--- src/rtl/extint_pkg.sv ---
// Package: shared types and register selectors for the external interrupt unit.
// Assumes register addresses fit in three bits; wider address buses zero-extend them.
package extint_pkg;

    localparam int LVL_W = 2;

    typedef logic [LVL_W-1:0] prio_t;

    typedef enum logic [2:0] {
        RS_TYPE = 3'd0,
        RS_POL  = 3'd1,
        RS_EN   = 3'd2,
        RS_FLAG = 3'd3,
        RS_PLO  = 3'd4,
        RS_PHI  = 3'd5
    } reg_sel_e;

endpackage

--- src/rtl/extint_sync.sv ---
// Module: two-flop synchronizer plus one history stage for each pin.
// Provides the settled level and single-cycle rise/fall strobes.
// Assumes pins are asynchronous and that the history stage resets to 0.
module extint_sync #(
    parameter int N = 4
) (
    input  logic         clk,
    input  logic         rst_n,
    input  logic [N-1:0] pin_async,
    output logic [N-1:0] lvl,
    output logic [N-1:0] rise,
    output logic [N-1:0] fall
);
    logic [N-1:0] meta_q;
    logic [N-1:0] sync_q;
    logic [N-1:0] hist_q;

    // Resample the pins through two flops, then keep one cycle of history.
    always_ff @(posedge clk) begin
        if (!rst_n) begin
            meta_q <= '0;
            sync_q <= '0;
            hist_q <= '0;
        end else begin
            meta_q <= pin_async;
            sync_q <= meta_q;
            hist_q <= sync_q;
        end
    end

    // Derive the level and transition strobes from the synchronized samples.
    always_comb begin
        lvl  = sync_q;
        rise = sync_q & ~hist_q;
        fall = ~sync_q & hist_q;
    end
endmodule

--- src/rtl/extint_src.sv ---
// Module: pending logic for one interrupt source.
// Level mode: pending tracks the selected pin level and is never stored.
// Edge mode: a selected edge sets the flag, and that set beats a register write,
// which in turn beats an acknowledge.
// Assumes the write and acknowledge strobes last one cycle each.
module extint_src (
    input  logic clk,
    input  logic rst_n,
    input  logic is_edge,
    input  logic pol,
    input  logic lvl,
    input  logic rise,
    input  logic fall,
    input  logic wr_en,
    input  logic wr_val,
    input  logic ack_hit,
    output logic edge_hit,
    output logic flag_q,
    output logic pend
);
    logic act;

    // Pick the active level and the selected edge according to polarity.
    always_comb begin
        act      = pol ? lvl : ~lvl;
        edge_hit = is_edge & (pol ? rise : fall);
        pend     = is_edge ? flag_q : act;
    end

    // Edge flag storage: the hardware set has the highest precedence.
    always_ff @(posedge clk) begin
        if (!rst_n) begin
            flag_q <= 1'b0;
        end else if (!is_edge) begin
            flag_q <= 1'b0;
        end else if (edge_hit) begin
            flag_q <= 1'b1;
        end else if (wr_en) begin
            flag_q <= wr_val;
        end else if (ack_hit) begin
            flag_q <= 1'b0;
        end
    end
endmodule

--- src/rtl/extint_regs.sv ---
// Module: configuration registers and read multiplexer.
// Holds the type, polarity, enable and two priority bits for each source.
// Flag writes are passed out as a strobe, because the flags live in the source slices.
// Assumes NSRC <= DW; unused bits and unused addresses read as zero.
module extint_regs
    import extint_pkg::*;
#(
    parameter int NSRC = 4,
    parameter int DW   = 8,
    parameter int AW   = 3
) (
    input  logic            clk,
    input  logic            rst_n,
    input  logic            bus_we,
    input  logic [AW-1:0]   bus_addr,
    input  logic [DW-1:0]   bus_wdata,
    output logic [DW-1:0]   bus_rdata,
    input  logic [NSRC-1:0] pend,
    output logic [NSRC-1:0] type_q,
    output logic [NSRC-1:0] pol_q,
    output logic [NSRC-1:0] en_q,
    output logic [NSRC-1:0] plo_q,
    output logic [NSRC-1:0] phi_q,
    output logic            flag_we,
    output logic [NSRC-1:0] flag_wval
);
    logic [NSRC-1:0] wbits;

    // Slice the write data down to one bit per source.
    always_comb begin
        wbits     = bus_wdata[NSRC-1:0];
        flag_we   = bus_we && (bus_addr == AW'(RS_FLAG));
        flag_wval = wbits;
    end

    // Store the configuration fields on register writes.
    always_ff @(posedge clk) begin
        if (!rst_n) begin
            type_q <= '0;
            pol_q  <= '0;
            en_q   <= '0;
            plo_q  <= '0;
            phi_q  <= '0;
        end else if (bus_we) begin
            if (bus_addr == AW'(RS_TYPE)) type_q <= wbits;
            if (bus_addr == AW'(RS_POL))  pol_q  <= wbits;
            if (bus_addr == AW'(RS_EN))   en_q   <= wbits;
            if (bus_addr == AW'(RS_PLO))  plo_q  <= wbits;
            if (bus_addr == AW'(RS_PHI))  phi_q  <= wbits;
        end
    end

    // Combinational readback with reserved bits forced to zero.
    always_comb begin
        bus_rdata = '0;
        if (bus_addr == AW'(RS_TYPE))      bus_rdata[NSRC-1:0] = type_q;
        else if (bus_addr == AW'(RS_POL))  bus_rdata[NSRC-1:0] = pol_q;
        else if (bus_addr == AW'(RS_EN))   bus_rdata[NSRC-1:0] = en_q;
        else if (bus_addr == AW'(RS_FLAG)) bus_rdata[NSRC-1:0] = pend;
        else if (bus_addr == AW'(RS_PLO))  bus_rdata[NSRC-1:0] = plo_q;
        else if (bus_addr == AW'(RS_PHI))  bus_rdata[NSRC-1:0] = phi_q;
    end
endmodule

--- src/rtl/extint_arb.sv ---
// Module: fixed-order priority selector.
// Picks the eligible source with the highest level, and the lowest index on a tie.
// Purely combinational; assumes NSRC is small, so a linear scan is shallow.
module extint_arb
    import extint_pkg::*;
#(
    parameter int NSRC = 4,
    parameter int IDXW = 2
) (
    input  logic [NSRC-1:0]             elig,
    input  logic [NSRC-1:0][LVL_W-1:0]  lvl,
    output logic                        found,
    output logic [IDXW-1:0]             win_idx,
    output prio_t                       win_lvl
);
    // Scan upward and replace the candidate only on a strictly higher level.
    always_comb begin
        found   = 1'b0;
        win_idx = '0;
        win_lvl = '0;
        for (int i = 0; i < NSRC; i++) begin
            if (elig[i] && (!found || (lvl[i] > win_lvl))) begin
                found   = 1'b1;
                win_idx = IDXW'(i);
                win_lvl = lvl[i];
            end
        end
    end
endmodule

--- src/rtl/extint_unit.sv ---
// Module: top of the external interrupt detect and priority unit.
// Synchronizes the pins, keeps one pending slice per source, holds the
// configuration registers and presents the winning request.
// Assumes a synchronous active-low reset and a one-cycle ack_valid at service start.
module extint_unit
    import extint_pkg::*;
#(
    parameter int NSRC = 4,
    parameter int DW   = 8,
    parameter int AW   = 3,
    parameter int IDXW = (NSRC > 1) ? $clog2(NSRC) : 1
) (
    input  logic              clk,
    input  logic              rst_n,
    input  logic [NSRC-1:0]   pin_in,
    input  logic [NSRC-1:0]   src_mask,
    input  logic              bus_we,
    input  logic [AW-1:0]     bus_addr,
    input  logic [DW-1:0]     bus_wdata,
    output logic [DW-1:0]     bus_rdata,
    input  logic              ack_valid,
    input  logic [IDXW-1:0]   ack_idx,
    output logic              irq_valid,
    output logic [IDXW-1:0]   irq_idx,
    output logic [LVL_W-1:0]  irq_level
);
    logic [NSRC-1:0] s_lvl, s_rise, s_fall;
    logic [NSRC-1:0] type_q, pol_q, en_q, plo_q, phi_q;
    logic [NSRC-1:0] flag_q, edge_hit, pend, elig, ack_hit;
    logic [NSRC-1:0][LVL_W-1:0] prio_lvl;
    logic            flag_we;
    logic [NSRC-1:0] flag_wval;
    prio_t           win_lvl;

    extint_sync #(.N(NSRC)) u_sync (
        .clk       (clk),
        .rst_n     (rst_n),
        .pin_async (pin_in),
        .lvl       (s_lvl),
        .rise      (s_rise),
        .fall      (s_fall)
    );

    extint_regs #(.NSRC(NSRC), .DW(DW), .AW(AW)) u_regs (
        .clk       (clk),
        .rst_n     (rst_n),
        .bus_we    (bus_we),
        .bus_addr  (bus_addr),
        .bus_wdata (bus_wdata),
        .bus_rdata (bus_rdata),
        .pend      (pend),
        .type_q    (type_q),
        .pol_q     (pol_q),
        .en_q      (en_q),
        .plo_q     (plo_q),
        .phi_q     (phi_q),
        .flag_we   (flag_we),
        .flag_wval (flag_wval)
    );

    // One pending slice per source, plus its eligibility and level.
    for (genvar g = 0; g < NSRC; g++) begin : g_src
        assign ack_hit[g]  = ack_valid && (ack_idx == IDXW'(g));
        assign prio_lvl[g] = {phi_q[g], plo_q[g]};
        assign elig[g]     = pend[g] & en_q[g] & ~src_mask[g];

        extint_src u_src (
            .clk      (clk),
            .rst_n    (rst_n),
            .is_edge  (type_q[g]),
            .pol      (pol_q[g]),
            .lvl      (s_lvl[g]),
            .rise     (s_rise[g]),
            .fall     (s_fall[g]),
            .wr_en    (flag_we),
            .wr_val   (flag_wval[g]),
            .ack_hit  (ack_hit[g]),
            .edge_hit (edge_hit[g]),
            .flag_q   (flag_q[g]),
            .pend     (pend[g])
        );
    end

    extint_arb #(.NSRC(NSRC), .IDXW(IDXW)) u_arb (
        .elig    (elig),
        .lvl     (prio_lvl),
        .found   (irq_valid),
        .win_idx (irq_idx),
        .win_lvl (win_lvl)
    );

    // Drive the level port from the arbiter result.
    always_comb irq_level = win_lvl;
endmodule

--- config.mk ---
export PLATFORM = sky130hd
export DESIGN_NAME = extint_unit
export DESIGN_NICKNAME = d
export VERILOG_FILES = /design/src/rtl/extint_pkg.sv /design/src/rtl/extint_sync.sv /design/src/rtl/extint_src.sv /design/src/rtl/extint_regs.sv /design/src/rtl/extint_arb.sv /design/src/rtl/extint_unit.sv
export SDC_FILE = /design/constraint.sdc
export NUM_CORES = 1
export LEC_CHECK = 0
export BUFFER_PORTS_ARGS = -buffer_cell sky130_fd_sc_hd__buf_2
export CAP_MARGIN = 20
export CELL_PAD_IN_SITES_DETAIL_PLACEMENT = 2
export CELL_PAD_IN_SITES_GLOBAL_PLACEMENT = 2
export CORE_MARGIN = 8
export CORE_UTILIZATION = 37
export DETAILED_ROUTE_END_ITERATION = 10
export GPL_ROUTABILITY_DRIVEN = 0
export PLACE_DENSITY_LB_ADDON = 0.1
export SLEW_MARGIN = 10
export SYNTH_ARGS = -nofsm -noshare
export SYNTH_HDL_FRONTEND = slang
export SYNTH_HIERARCHICAL = 1
export SYNTH_SLANG_ARGS = --single-unit
--- constraint.sdc ---
create_clock -name clk -period 21.3 [get_ports clk]
set_input_delay 5.325 -clock clk [delete_from_list [all_inputs] [get_ports clk]]
set_output_delay 5.325 -clock clk [all_outputs]
set_load 0.01 [all_outputs]
# Word level (Yosys, flattened, before mapping)
# Cells that the tools add are included.
# word_totals
register_bits	36
# classes
mux	41
n_eq_ne	8
reduce_logical	29
n_bitwise	24
order_cmp	3
# op_table
cell	n
$mux W1	29
$mux W4	6
$reduce_and A2 Y1	9
$and A1 B1 Y1	12
$mux W2	6
$reduce_bool A3 Y1	4
$and A4 B4 Y4	2
$logic_and A1 B1 Y1	8
$not A1 Y1	8
$not A4 Y4	2
$eq A3 B2 Y1 const B	2
$eq A3 B3 Y1 const B	2
$gt A2 B2 Y1	3
$eq A2 B2 Y1 const B	2
$eq A3 B1 Y1 const B	1
$logic_not A1 Y1	3
$logic_not A3 Y1	1
$logic_or A1 B1 Y1	3
$eq A2 B1 Y1 const B	1
$logic_not A2 Y1	1

# Logic depth before layout (Yosys ltp)
# logic_depth
word_depth	18
ltp_mapped	19

# By module
# Netlist, hierarchy kept.
# by_module_without_submodules
mod	n_inst	seq_area_each_um2	area_per_inst_um2	cells_each
extint_regs	1	400.4	1138.6	115
extint_sync	1	240.2	386.6	33
extint_src	4	20.0	80.1	11
extint_arb	1	0.0	275.3	38
extint_unit	1	0.0	72.6	8

# Least setup slack after synthesis
# No wires, ideal clock.
# synth_path
path_type	input to output
from	in src_mask[0]
to	out irq_level[1]
path_buffers	0
required_ps	15975
cell_stages	17
t_arrival_ps	9029
path_slack_ps	6946
cell_sequence	and3b_1 -> nand2_1 -> ha_1 -> nor2b_1 -> o311a_1 -> a32oi_1 -> ha_1 -> nor2b_1 -> a2bb2oi_1 -> o21ai_0 -> mux2i_1 -> inv_1 -> ha_1 -> a21oi_1 -> a21oi_1 -> o21ai_0 -> mux2_2
# synth_between
elab_chain_cells	15
word_cells_on_any_way	21
classes_between	order compare: 3; mux: 7; bitwise: 2; reduce/logical: 9
# synth_rtl
element	line	text
start: declaration	extint_unit.sv:16	input logic [NSRC-1:0] src_mask,
$not A1 Y1 (*)	extint_unit.sv:65	assign elig[g] = pend[g] & en_q[g] & ~src_mask[g];
$and A1 B1 Y1 (*)	extint_unit.sv:65	
$mux W2 or $mux W1 (tied branches)	extint_arb.sv:22	if (elig[i] && (!found || (lvl[i] > win_lvl))) begin
$gt A2 B2 Y1 or $logic_not A1 Y1 (tied branches)	extint_arb.sv:22	
$logic_or A1 B1 Y1	extint_arb.sv:22	
$logic_and A1 B1 Y1	extint_arb.sv:22	
$mux W2 or $mux W1 (tied branches)	extint_arb.sv:22	
$gt A2 B2 Y1 or $logic_not A1 Y1 (tied branches)	extint_arb.sv:22	
$logic_or A1 B1 Y1	extint_arb.sv:22	
$logic_and A1 B1 Y1	extint_arb.sv:22	
$mux W2 or $mux W1 (tied branches)	extint_arb.sv:22	
$gt A2 B2 Y1 or $logic_not A1 Y1 (tied branches)	extint_arb.sv:22	
$logic_or A1 B1 Y1	extint_arb.sv:22	
$logic_and A1 B1 Y1	extint_arb.sv:22	
$mux W2 (*)	extint_arb.sv:22	
end: declaration	extint_unit.sv:25	output logic [LVL_W-1:0] irq_level
# Mark *: on every way between the ends. The rest lies on a longest branch, timed or not.

# Final worst setup path
# layout_path
from	in src_mask[0]
to	out irq_level[1]
# layout_between
elab_chain_cells	15
word_cells_on_any_way	21
classes_between	order compare: 3; mux: 7; bitwise: 2; reduce/logical: 9
# layout_rtl
element	line	text
$not A1 Y1 (*)	extint_unit.sv:65	
$and A1 B1 Y1 (*)	extint_unit.sv:65	
via elig[0]	extint_unit.sv:29	logic [NSRC-1:0] flag_q, edge_hit, pend, elig, ack_hit;
$mux W2 or $mux W1 (tied branches)	extint_arb.sv:22	
$gt A2 B2 Y1 or $logic_not A1 Y1 (tied branches)	extint_arb.sv:22	
$logic_or A1 B1 Y1	extint_arb.sv:22	
$logic_and A1 B1 Y1	extint_arb.sv:22	
$mux W2 or $mux W1 (tied branches)	extint_arb.sv:22	
$gt A2 B2 Y1 or $logic_not A1 Y1 (tied branches)	extint_arb.sv:22	
$logic_or A1 B1 Y1	extint_arb.sv:22	
$logic_and A1 B1 Y1	extint_arb.sv:22	
$mux W2 or $mux W1 (tied branches)	extint_arb.sv:22	
$gt A2 B2 Y1 or $logic_not A1 Y1 (tied branches)	extint_arb.sv:22	
$logic_or A1 B1 Y1	extint_arb.sv:22	
$logic_and A1 B1 Y1	extint_arb.sv:22	
$mux W2 (*)	extint_arb.sv:22	
# Mark *: on every way through the listed nets, which the timed path passes. The rest lies on a longest branch.

==> flow_results.xml <==
<?xml version="1.0" encoding="UTF-8"?>
<metrics>
  <group name="global_route">
    <metric name="grt.total_usage" unit="%">13.3</metric>
    <metric name="grt_first_pass_wirelength" unit="um">9080</metric>
    <metric name="vias_in_the_first_global_route" unit="">1821</metric>
    <metric name="grt.overflow.total" unit="">0</metric>
    <metric name="grt_start_max_net_pins" unit="">37</metric>
    <metric name="grt_antenna_before_repair" unit="">0</metric>
  </group>
  <group name="power_and_ir_drop">
    <metric name="peakVddDrop" unit="mV">0.0326</metric>
    <metric name="pleak" unit="uW">0.00100</metric>
    <metric name="p_per_area" unit="nW/um^2">57.7</metric>
    <metric name="total_power" unit="uW">138</metric>
  </group>
  <group name="synth">
    <metric name="yosys_warnings" unit="">6</metric>
    <metric name="synth_cells" unit="">234</metric>
    <metric name="synthesis.area_per_instance" unit="sq um">9.31</metric>
    <metric name="synth.cell_area" unit="sq um">2180</metric>
  </group>
  <group name="die">
    <metric name="initial_utilization" unit="%">37.5</metric>
    <metric name="design.core.area" unit="sq um">5820</metric>
    <metric name="fp.dieW" unit="um">92.7</metric>
    <metric name="placementRows" unit="">28</metric>
    <metric name="floorplan.die.height" unit="um">92.7</metric>
    <metric name="die_area" unit="sq um">8600</metric>
    <metric name="io_pins" unit="">38</metric>
  </group>
  <group name="clock_tree">
    <metric name="number_of_post_cts_setup_repair_buffers" unit="">0</metric>
    <metric name="worst_setup_hold_path_clk_slew" unit="ns">0.07</metric>
    <metric name="ctsResizeCount" unit="">0</metric>
    <metric name="ctsHtreeMaxLevel" unit="">2</metric>
    <metric name="cts_buffer_depth" unit="">2</metric>
    <metric name="cts_tree" unit="">built</metric>
    <metric name="holdBufCountCts" unit="">0</metric>
    <metric name="clock-sinks" unit="">36</metric>
    <metric name="worst_skew_pair.late_latency" unit="ns">0.29</metric>
    <metric name="cts.root.buffer_cell" unit="">sky130_fd_sc_hd__clkbuf_8</metric>
    <metric name="tritoncts.num_buffers" unit="">5</metric>
  </group>
  <group name="worst_setup_path">
    <metric name="critPathTopFamily" unit="">compound AO/OA/AOI/OAI gates</metric>
    <metric name="timing.critical_path.from_type" unit="">input pin</metric>
    <metric name="crit_path_cell_trace" unit="">buf_2 &gt; and3b_1 &gt; nand2_1 &gt; ha_1 &gt; nor2b_1 &gt; o311a_1 &gt; a32oi_1 &gt; ha_1 &gt; nor2b_1 &gt; a2bb2oi_1 &gt; o21ai_0 &gt; mux2i_1 &gt; inv_1 &gt; ha_1 &gt; a21oi_1 &gt; a21oi_1 &gt; o21ai_0 &gt; mux2_2 &gt; buf_2</metric>
    <metric name="critPathArrivalTime" unit="ns">9.83</metric>
    <metric name="worst-path-max-fanout" unit="">7</metric>
    <metric name="crit_buf_inv" unit="">3</metric>
    <metric name="crit-reg2reg-capture" unit="">g_src[0].u_src/flag_q</metric>
    <metric name="setup.worst_path.end" unit="">irq_level[1]</metric>
    <metric name="biggest_cell_delay_along_the_critical_path" unit="ns">0.49</metric>
    <metric name="worst_setup_path_start" unit="">src_mask[0]</metric>
    <metric name="setup.worst_path.class" unit="">in2out</metric>
    <metric name="worst_path_max_delay_cell" unit="">sky130_fd_sc_hd__o21ai_0</metric>
    <metric name="cp.depth" unit="">19</metric>
    <metric name="r2r.worst_path.cells" unit="">2</metric>
    <metric name="startpoint_of_the_worst_slack_reg_to_reg_timing_path" unit="">g_src[0].u_src/flag_q</metric>
    <metric name="required_time_of_the_critical_path" unit="ns">15.98</metric>
    <metric name="critPathCaptureType" unit="">primary output</metric>
    <metric name="r2r_setup_slack" unit="ns">20.27</metric>
    <metric name="path_common_cell" unit="">sky130_fd_sc_hd__ha_1</metric>
  </group>
  <group name="layout">
    <metric name="antenna-diode-count" unit="">0</metric>
    <metric name="net_total_in_the_final_layout" unit="">284</metric>
    <metric name="drive_above_1_share" unit="%">22.0</metric>
    <metric name="post-route-cell-area" unit="sq um">2380</metric>
    <metric name="syn2layout_area_growth" unit="%">9.48</metric>
    <metric name="instances_no_fill" unit="">329</metric>
  </group>
  <group name="sta">
    <metric name="worst_pin_slew" unit="ns">0.601</metric>
    <metric name="min_period_over_period" unit="%">71.1</metric>
    <metric name="slew-limit-headroom" unit="%">59.5</metric>
    <metric name="finalMaxSlewViolations" unit="">0</metric>
    <metric name="timing.fmax" unit="MHz">66.0</metric>
    <metric name="final.setup_skew" unit="ns">0.00730</metric>
    <metric name="holdWs" unit="ns">0.431</metric>
    <metric name="period_needed" unit="ns">15.15</metric>
    <metric name="setup-tns-final" unit="ns">0</metric>
    <metric name="report.final.hold_viol_count" unit="">0</metric>
    <metric name="timing.final.setup_violations" unit="">0</metric>
    <metric name="grt_setup_unrepaired" unit="">false</metric>
  </group>
  <group name="worst_hold_path">
    <metric name="timing.hold.worst.class" unit="">reg2reg</metric>
  </group>
  <group name="routing">
    <metric name="route.detailed.vias_per_inst" unit="">5.06</metric>
    <metric name="routed_wire_length_per_instance" unit="um">16.5</metric>
    <metric name="vias" unit="">1666</metric>
    <metric name="remaining_drc_errors" unit="">0</metric>
    <metric name="detail_route.wirelength" unit="um">5410</metric>
    <metric name="final_antenna_net_count" unit="">0</metric>
    <metric name="drtIter0Drc" unit="">54</metric>
    <metric name="drtPass1Iterations" unit="">4</metric>
  </group>
  <group name="job">
    <metric name="max_cap_violations" unit="">0</metric>
  </group>
  <group name="placement">
    <metric name="hpwlAfterDp" unit="um">4140</metric>
    <metric name="buffer_ports.inserted" unit="">29</metric>
    <metric name="numPlacedInstances" unit="">321</metric>
    <metric name="placement.cell_area" unit="sq um">2290</metric>
  </group>
  <group name="status">
    <metric name="status" unit="">complete, no violations</metric>
  </group>
</metrics>
per-stage QoR:
stage | setup slack [ns] | utilization [%]
4_1_cts | 6.11 | 41.0
3_3_place_gp | 6.24 | 39.5
3_5_place_dp | 6.13 | 39.5
6_report | 6.15 | 41.0
2_1_floorplan | 6.95 | -
5_1_grt | 5.84 | 41.0
sequential cells by signal, summed over array words and instances, names as in the netlist:
signal	flops
g_src.u_src/flag_q	4
u_regs/en_q	4
u_regs/phi_q	4
u_regs/plo_q	4
u_regs/pol_q	4
u_regs/type_q	4
u_sync/hist_q	4
u_sync/lvl	4
u_sync/meta_q	4
cell type report:
cell class | instances | area (sq um)
fillers | 681 | 3430
multi-input cells | 160 | 1260
flip-flops and latches | 36 | 721
repair buffers | 29 | 145
well taps | 75 | 93.8
clock buffers | 8 | 90.1
inverters | 21 | 78.8
where the power goes:
group          switching [uW]  total (uW)  internal [uW]  leakage (uW)
Combinational            8.93        16.4           7.49      0.000664
Clock                    24.5        50.9           26.4     0.0000455
Sequential               1.33        70.3           69.0      0.000293
routing by layer:
metal / global-route usage [%] / wire length, um / part of all wire, %
met1: 15.9 / 2510 / 46
met2: 22.5 / 2600 / 48
met3: 3.32 / 201 / 3.7
met4: 4.97 / 95 / 1.8
met5: 0 / 0 / 0
worst min path at each step:
stage,from,to,slack (ns),depth (start not counted)
global placement,u_sync/meta_q[1],u_sync/lvl[1],0.41,1
global route,u_sync/meta_q[1],u_sync/lvl[1],0.45,1
detailed placement,u_sync/meta_q[1],u_sync/lvl[1],0.42,1
CTS,u_sync/meta_q[1],u_sync/lvl[1],0.43,1
floorplan,u_sync/meta_q[1],u_sync/lvl[1],0.41,1
finish,u_sync/meta_q[1],u_sync/lvl[1],0.43,1
placed cells by master (no fill, tap or decap), types with 2 or more instances in the layout:
cell type,count
sky130_fd_sc_hd__o22ai_1,2
sky130_fd_sc_hd__conb_1,4
sky130_fd_sc_hd__nor2b_1,32
sky130_fd_sc_hd__and2_1,4
sky130_fd_sc_hd__o211ai_1,3
sky130_fd_sc_hd__dfxtp_1,36
sky130_fd_sc_hd__nand2_1,15
sky130_fd_sc_hd__and4bb_2,3
sky130_fd_sc_hd__nand2b_1,2
sky130_fd_sc_hd__o21ai_0,8
sky130_fd_sc_hd__and2_2,9
sky130_fd_sc_hd__nor3_1,3
sky130_fd_sc_hd__a21oi_1,2
sky130_fd_sc_hd__a221oi_1,2
sky130_fd_sc_hd__mux2i_1,27
sky130_fd_sc_hd__or3b_1,4
sky130_fd_sc_hd__mux4_2,2
sky130_fd_sc_hd__o211a_1,2
sky130_fd_sc_hd__clkbuf_8,6
sky130_fd_sc_hd__nor2_1,3
sky130_fd_sc_hd__clkbuf_1,2
sky130_fd_sc_hd__and3b_1,6
sky130_fd_sc_hd__inv_1,20
sky130_fd_sc_hd__mux2_4,2
sky130_fd_sc_hd__ha_1,6
sky130_fd_sc_hd__a311oi_1,4
sky130_fd_sc_hd__xor2_1,4
sky130_fd_sc_hd__buf_2,29
(Power assumes the default switching activity.)
